`src/rtl/mrx_pkg.sv`:
```
package mrx_pkg;
    // Decoder phases: waiting for a start bit, timing the sampling window,
    // waiting for the next mid-bit transition.
    typedef enum logic [1:0] {
        MRX_IDLE = 2'd0,
        MRX_WIN  = 2'd1,
        MRX_WAIT = 2'd2
    } mrx_state_e;
endpackage

```
`src/rtl/mrx_sync.sv`:
```
module mrx_sync #(
    parameter int   STAGES  = 2,
    parameter logic RST_VAL = 1'b1
) (
    input  logic clk_i,
    input  logic rst_ni,
    input  logic d_i,
    output logic q_o
);
    logic [STAGES-1:0] sh_d, sh_q;

    always_comb begin
        sh_d = {sh_q[STAGES-2:0], d_i};
    end

    always_ff @(posedge clk_i or negedge rst_ni) begin
        if (!rst_ni) sh_q <= {STAGES{RST_VAL}};
        else         sh_q <= sh_d;
    end

    assign q_o = sh_q[STAGES-1];
endmodule

```
`src/rtl/mrx_span.sv`:
```
// One-shot span counter: done_o pulses LIMIT cycles after start_i.
module mrx_span #(
    parameter int W = 9
) (
    input  logic         clk_i,
    input  logic         rst_ni,
    input  logic         start_i,
    input  logic         clear_i,
    input  logic [W-1:0] limit_i,
    output logic         done_o
);
    typedef struct packed {
        logic         busy;
        logic [W-1:0] cnt;
    } span_t;

    span_t s_d, s_q;

    always_comb begin
        done_o = s_q.busy && (s_q.cnt == limit_i);
        s_d    = s_q;
        if (start_i) begin
            s_d.busy = 1'b1;
            s_d.cnt  = W'(1);
        end else if (clear_i || done_o) begin
            s_d.busy = 1'b0;
            s_d.cnt  = '0;
        end else if (s_q.busy) begin
            s_d.cnt  = s_q.cnt + 1'b1;
        end
    end

    always_ff @(posedge clk_i or negedge rst_ni) begin
        if (!rst_ni) s_q <= '{busy: 1'b0, cnt: '0};
        else         s_q <= s_d;
    end
endmodule

```
`src/rtl/mrx_dec.sv`:
```
module mrx_dec #(
    parameter int DATA_BITS   = 8,
    parameter int PERIOD_W    = 12,
    parameter int SYNC_STAGES = 2
) (
    input  logic                clk_i,
    input  logic                rst_ni,
    input  logic                line_i,
    input  logic                ieee_i,
    input  logic [PERIOD_W-1:0] bit_period_i,
    output logic                data_o,
    output logic                rclk_o,
    output logic                valid_o
);
    import mrx_pkg::*;

    localparam int IDX_W = $clog2(DATA_BITS + 2);
    localparam int LIM_W = PERIOD_W + 1;
    localparam int P3_W  = PERIOD_W + 2;
    localparam logic [IDX_W-1:0] IDX_STOP = IDX_W'(DATA_BITS);
    localparam logic [IDX_W-1:0] IDX_END  = IDX_W'(DATA_BITS + 1);

    typedef struct packed {
        mrx_state_e       st;
        logic             held;   // first-half level of the bit in progress
        logic             prev;   // synchronised line one cycle earlier
        logic [IDX_W-1:0] idx;    // samples taken in this frame
        logic             data;
        logic             rclk;
        logic             valid;
    } dec_t;

    dec_t r_d, r_q;

    logic ln;
    logic win_start, win_done;
    logic tmo_start, tmo_clear, tmo_done;
    logic [P3_W-1:0]  p3;
    logic [LIM_W-1:0] win_lim, tmo_lim;

    mrx_sync #(.STAGES(SYNC_STAGES), .RST_VAL(1'b1)) sync_i (
        .clk_i (clk_i),
        .rst_ni(rst_ni),
        .d_i   (line_i),
        .q_o   (ln)
    );

    // Window = 3P/4, timeout = 3P/2, both from 3P.
    always_comb begin
        p3      = ({2'b00, bit_period_i} << 1) + {2'b00, bit_period_i};
        win_lim = {1'b0, p3[P3_W-1:2]};
        tmo_lim = p3[P3_W-1:1];
    end

    mrx_span #(.W(LIM_W)) win_i (
        .clk_i  (clk_i),
        .rst_ni (rst_ni),
        .start_i(win_start),
        .clear_i(1'b0),
        .limit_i(win_lim),
        .done_o (win_done)
    );

    mrx_span #(.W(LIM_W)) tmo_i (
        .clk_i  (clk_i),
        .rst_ni (rst_ni),
        .start_i(tmo_start),
        .clear_i(tmo_clear),
        .limit_i(tmo_lim),
        .done_o (tmo_done)
    );

    always_comb begin
        r_d       = r_q;
        r_d.valid = 1'b0;
        r_d.prev  = ln;
        win_start = 1'b0;
        tmo_start = 1'b0;
        tmo_clear = 1'b0;
        unique case (r_q.st)
            MRX_IDLE: begin
                r_d.held = 1'b1;
                r_d.idx  = '0;
                r_d.rclk = 1'b0;
                // mid-bit falling edge of the start bit
                if (r_q.prev && !ln) begin
                    r_d.st    = MRX_WIN;
                    win_start = 1'b1;
                end
            end
            MRX_WIN: begin
                if (win_done) begin
                    if (r_q.idx == IDX_END) begin
                        // window after the stop transition: frame complete
                        r_d.st   = MRX_IDLE;
                        r_d.held = 1'b1;
                        r_d.idx  = '0;
                    end else begin
                        r_d.st    = MRX_WAIT;
                        r_d.held  = ln;
                        r_d.idx   = r_q.idx + 1'b1;
                        r_d.rclk  = 1'b0;
                        tmo_start = 1'b1;
                        if (r_q.idx < IDX_STOP) begin
                            r_d.data  = ln ^ ieee_i;
                            r_d.valid = 1'b1;
                        end
                    end
                end
            end
            MRX_WAIT: begin
                if (ln != r_q.held) begin
                    r_d.st    = MRX_WIN;
                    win_start = 1'b1;
                    tmo_clear = 1'b1;
                    r_d.rclk  = (r_q.idx != IDX_END);
                end else if (tmo_done) begin
                    r_d.st   = MRX_IDLE;
                    r_d.held = 1'b1;
                    r_d.idx  = '0;
                end
            end
            default: r_d.st = MRX_IDLE;
        endcase
    end

    always_ff @(posedge clk_i or negedge rst_ni) begin
        if (!rst_ni) begin
            r_q <= '{st: MRX_IDLE, held: 1'b1, prev: 1'b1, idx: '0,
                     data: 1'b0, rclk: 1'b0, valid: 1'b0};
        end else begin
            r_q <= r_d;
        end
    end

    assign data_o  = r_q.data;
    assign rclk_o  = r_q.rclk;
    assign valid_o = r_q.valid;
endmodule

```
`config.mk`:
```
export PLATFORM = sky130hd
export DESIGN_NAME = mrx_dec
export DESIGN_NICKNAME = d
export VERILOG_FILES = /design/src/rtl/mrx_pkg.sv /design/src/rtl/mrx_sync.sv /design/src/rtl/mrx_span.sv /design/src/rtl/mrx_dec.sv
export SDC_FILE = /design/constraint.sdc
export NUM_CORES = 1
export LEC_CHECK = 0
export ABC_AREA = 1
export ABC_CLOCK_PERIOD_IN_PS = 2700
export BUFFER_PORTS_ARGS = -buffer_cell sky130_fd_sc_hd__buf_2
export CORE_AREA = 3 3 95 97
export DETAILED_ROUTE_END_ITERATION = 12
export DIE_AREA = 0 0 98 100
export PLACE_DENSITY = 0.66
export SETUP_SLACK_MARGIN = 0.2
export SLEW_MARGIN = 20
export SYNTH_ARGS = -nofsm -noshare
export SYNTH_HDL_FRONTEND = slang
export SYNTH_SLANG_ARGS = --single-unit
```
`constraint.sdc`:
```
create_clock -name clk_i -period 2.7 [get_ports clk_i]
set_input_delay 0.27 -clock clk_i [delete_from_list [all_inputs] [get_ports clk_i]]
set_output_delay 0.27 -clock clk_i [all_outputs]
set_load 0.005 [all_outputs]
```
==> summary.md <==
| Metric | Value |
|---|---|
| Status | `finished clean` |
| Post-synthesis mux area share | `0%` |
| Ys async rst share | `100.0%` |
| Unrepaired setup endpoints after global routing | `true` |
| Multi-input logic area | `0.002235 mm^2` |
| CP most frequent cell | `nand2_1` |
| Largest family of logic cells by synthesized area | `simple AND/OR/NAND/NOR gates` |
| Most used flip-flop cell after synthesis | `dfrtp_1` |
| Syn-to-layout area delta | `14.63%` |
| Hold slack | `0.06764 ns` |
| Cell count after synthesis | `493` |
| Filler cells | `816` |
| Post-synth top cells | `nand2_1, nand3_1, inv_1` |
| Max cap viols | `0` |
| Sw Share | `42.30%` |
| Startpoint Class | `input port` |
| Initial Util | `42.27%` |
| H-tree levels | `2` |
| Critical path endpoint | `r_q[3]` |
| Critical-path maximum fanout | `5` |
| Share of layout cells above drive strength 1 | `18.34%` |
| Compound-Gate Fraction of Synth Area | `5.620%` |
| RePlAce Congestion | `0.8427` |
| Switch Pwr | `0.0009459 W` |
| PortBufs | `18` |
| DRC errors left | `0` |
| Worst slew margin | `39.71%` |
| Worst r2r src | `tmo_i.s_q[0]` |
| Pre-CTS WS | `-0.09880 ns` |
| GRT Overall Usage | `16.81%` |
| Largest net degree at the start of global routing | `42` |
| Syn Nets | `530` |
| Largest stage delay, worst path | `0.47 ns` |
| Routed vias | `3229` |
| Cell variety after synth | `41` |
| Root Driver | `clkbuf_8` |
| Synth Area in Simple Gates | `42.11%` |
| Total gr overflow | `0` |
| FF+latch area | `0.001031 mm^2` |
| Die Y | `100 um` |
| CTS Buf Count | `5` |
| Xor/xnor share of the synthesized area | `6.268%` |
| DRT iter0 DRCs | `174` |
| HPWL after detailed placement | `6485 um` |
| Clock Power Share | `18.9%` |
| Sequential power share | `34.2%` |
| Final period utilization | `87.98%` |
| Slew @ Worst Pin | `0.9044 ns` |
| Vias in the first global route | `3026` |
| Clock Latency Late Sink | `0.29 ns` |
| Mapped Avg Cell Area | `7.045 um^2` |
| Slowest-stage cell, CP | `fa_2` |
| Final Max Slew Viols | `0` |
| Drt pass-1 iters | `5` |
| Synthesized area | `0.003473 mm^2` |
| Internal power | `0.001291 W` |
| Pwr Total | `0.002236 W` |
| Combinational share of power | `46.9%` |
| CTS tree | `done` |
| Worst Skew | `0.01104 ns` |
| Antenna Nets Post-Route | `0` |
| Leakage | `1.954 nW` |
| Hold WC Path Type | `input port to register` |
| Worst Path Required | `2.89 ns` |
| Ant diodes | `0` |
| Max clock buf depth | `2` |
| Most area-consuming cells after synthesis | `dfrtp_1, nand2_1, nand3_1` |
| Post-synth top area cell | `dfrtp_1` |
| PwrDens | `561.7 mW/mm^2` |
| Crit path DAT | `2.57 ns` |
| Setup crit end kind | `register` |
| Initial antenna violation count | `0` |
| DR WL/cell | `12.86 um` |
| Final hold vios | `0` |
| Post-layout min period | `2.375 ns` |
| Worst Reg-to-Reg Cells | `16` |
| Most frequent cell after synthesis | `nand2_1` |
| CTS hold repair buffers | `0` |
| Reg2reg end | `r_q[3]` |
| Drt total wl | `8153 um` |
| Register-to-register setup slack | `0.51 ns` |
| Yosys reg bits | `41` |
| Post-synth EDFFs | `0` |
| Layout net count | `565` |
| Placeable Area | `0.008217 mm^2` |
| First-pass GRT wire length | `13680 um` |
| Clock Sinks | `41` |
| Critical Path Start | `bit_period_i[1]` |
| Reg clk slew, reported paths | `0.08 ns` |
| Crit-path cells | `buf_8, ha_4, inv_2, fa_2, nand2_1, inv_1, nor2_1, nand3_1, nor2_1, nand2_1, nor2_1, nand2_1, nor2_1, nand2_1, nor2_2, nand3_4, nand2_4, nand3_4, nand2_1, nand2_1` |
| Worst IR Drop VDD | `0.4709 mV` |
| Core Rows | `33` |
| Die area | `0.009800 mm^2` |
| Die W | `98 um` |
| Achievable Freq | `421.0 MHz` |
| Boundary Pins | `19` |
| Warning count from the yosys run | `0` |
| Crit path kind | `input port to register` |
| Via density | `5.093` |
| Setup ws final | `0.3246 ns` |
| Post-synth top area share | `26.66%` |
| Post-synthesis adder-cell area fraction | `7.781%` |
| Sequential fraction of the synthesis area | `29.68%` |
| Endpoints failing setup | `0` |
[state kept, by name, indices dropped and copies added, names as in the netlist]
signal       cells
data_o           1
tmo_i.s_q       14
r_q              8
valid_o          1
sync_i.sh_q      2
rclk_o           1
win_i.s_q       14
[logic make-up after synthesis]
family,after synthesis
DFF,41
xor gates and xnor gates,24
adders and majority gates,21
and+or+nand+nor,301
AOI/OAI and AO/OA,29
buffers and inverters,77
[power groups by stage]
stage / clock, W / combinational [W] / sequential, W
3_3_place_gp: 0 / 0.000977 / 0.000772
2_1_floorplan: 0 / 0.000750 / 0.000755
6_report: 0.000423 / 0.00105 / 0.000765
3_5_place_dp: 0 / 0.000991 / 0.000773
5_1_grt: 0.000466 / 0.00119 / 0.000772
4_1_cts: 0.000434 / 0.000995 / 0.000761
[metrics by stage]
step                util, %  instance area, um^2  std cells  setup TNS (ns)
floorplan                 -                 3473        493               0
global placement      45.49                 3737        620         -0.1547
detailed placement    45.49                 3737        620          -1.106
CTS                   46.63                 3831        628               0
global route          48.45                 3981        634               0
finish                48.45                 3981        634               0
[cell type report]
| cell class | instances | share of cell area [%] |
|---|---|---|
| inverter | 75 | 7.071 |
| tap | 105 | 3.300 |
| clock buffer | 7 | 2.168 |
| timing repair buffer | 30 | 5.248 |
| clock inverter | 1 | 0.1886 |
| multi-input combinational | 375 | 56.13 |
| sequential | 41 | 25.90 |
[critical path, delay by kind of cell]
family / cells / cell delay [ns]
fa+ha+maj: 2 / 0.62
buf+inv: 3 / 0.19
simple gates: 15 / 1.47
[how the worst min path moves through the flow]
stage,cells after the start,from,to,slack (ns)
after global placement,0,sync_i.sh_q[0],sync_i.sh_q[1],0.35
final,1,line_i,sync_i.sh_q[0],0.07
after CTS,1,line_i,sync_i.sh_q[0],0.06
after floorplan,0,rst_ni,data_o,-0.03
after global routing,1,line_i,sync_i.sh_q[0],0.05
after detailed placement,0,sync_i.sh_q[0],sync_i.sh_q[1],0.35
[metal layers]
metal | GRT usage [%] | part of all wire [%] | vias to the layer above
li1 | - | - | 1667
met4 | 4.579 | 1.2 | 0
met3 | 1.946 | 3.4 | 8
met5 | 0 | 0 | -
met1 | 22.43 | 48 | 1500
met2 | 28.95 | 47 | 54
[timing repair]
action                                  4_1_cts  5_1_grt
gates resized for setup                       0       26
setup buffers                                 0        6
endpoints found under the hold margin         0        0
endpoints found under the setup margin        0       36
[cell usage in the layout (no fill, tap or decap), types with 4 or more instances in the layout]
master	Yosys	routed
xnor2_1	4	4
nand3_4	4	6
nor2_1	51	48
inv_2	2	4
dfstp_2	4	4
nor2_2	5	7
clkbuf_8	0	6
nor3_1	8	8
buf_4	0	11
nand2_1	121	116
dfrtp_1	37	37
a21oi_1	6	6
ha_1	20	19
xor2_1	19	19
o21ai_0	5	5
nand3_1	73	71
o22ai_1	7	7
buf_2	0	16
nand4_1	8	8
nand2_4	4	6
nand3_2	4	4
nand2_2	11	14
inv_1	72	70
Note: power is estimated with default switching activity, not from simulation.
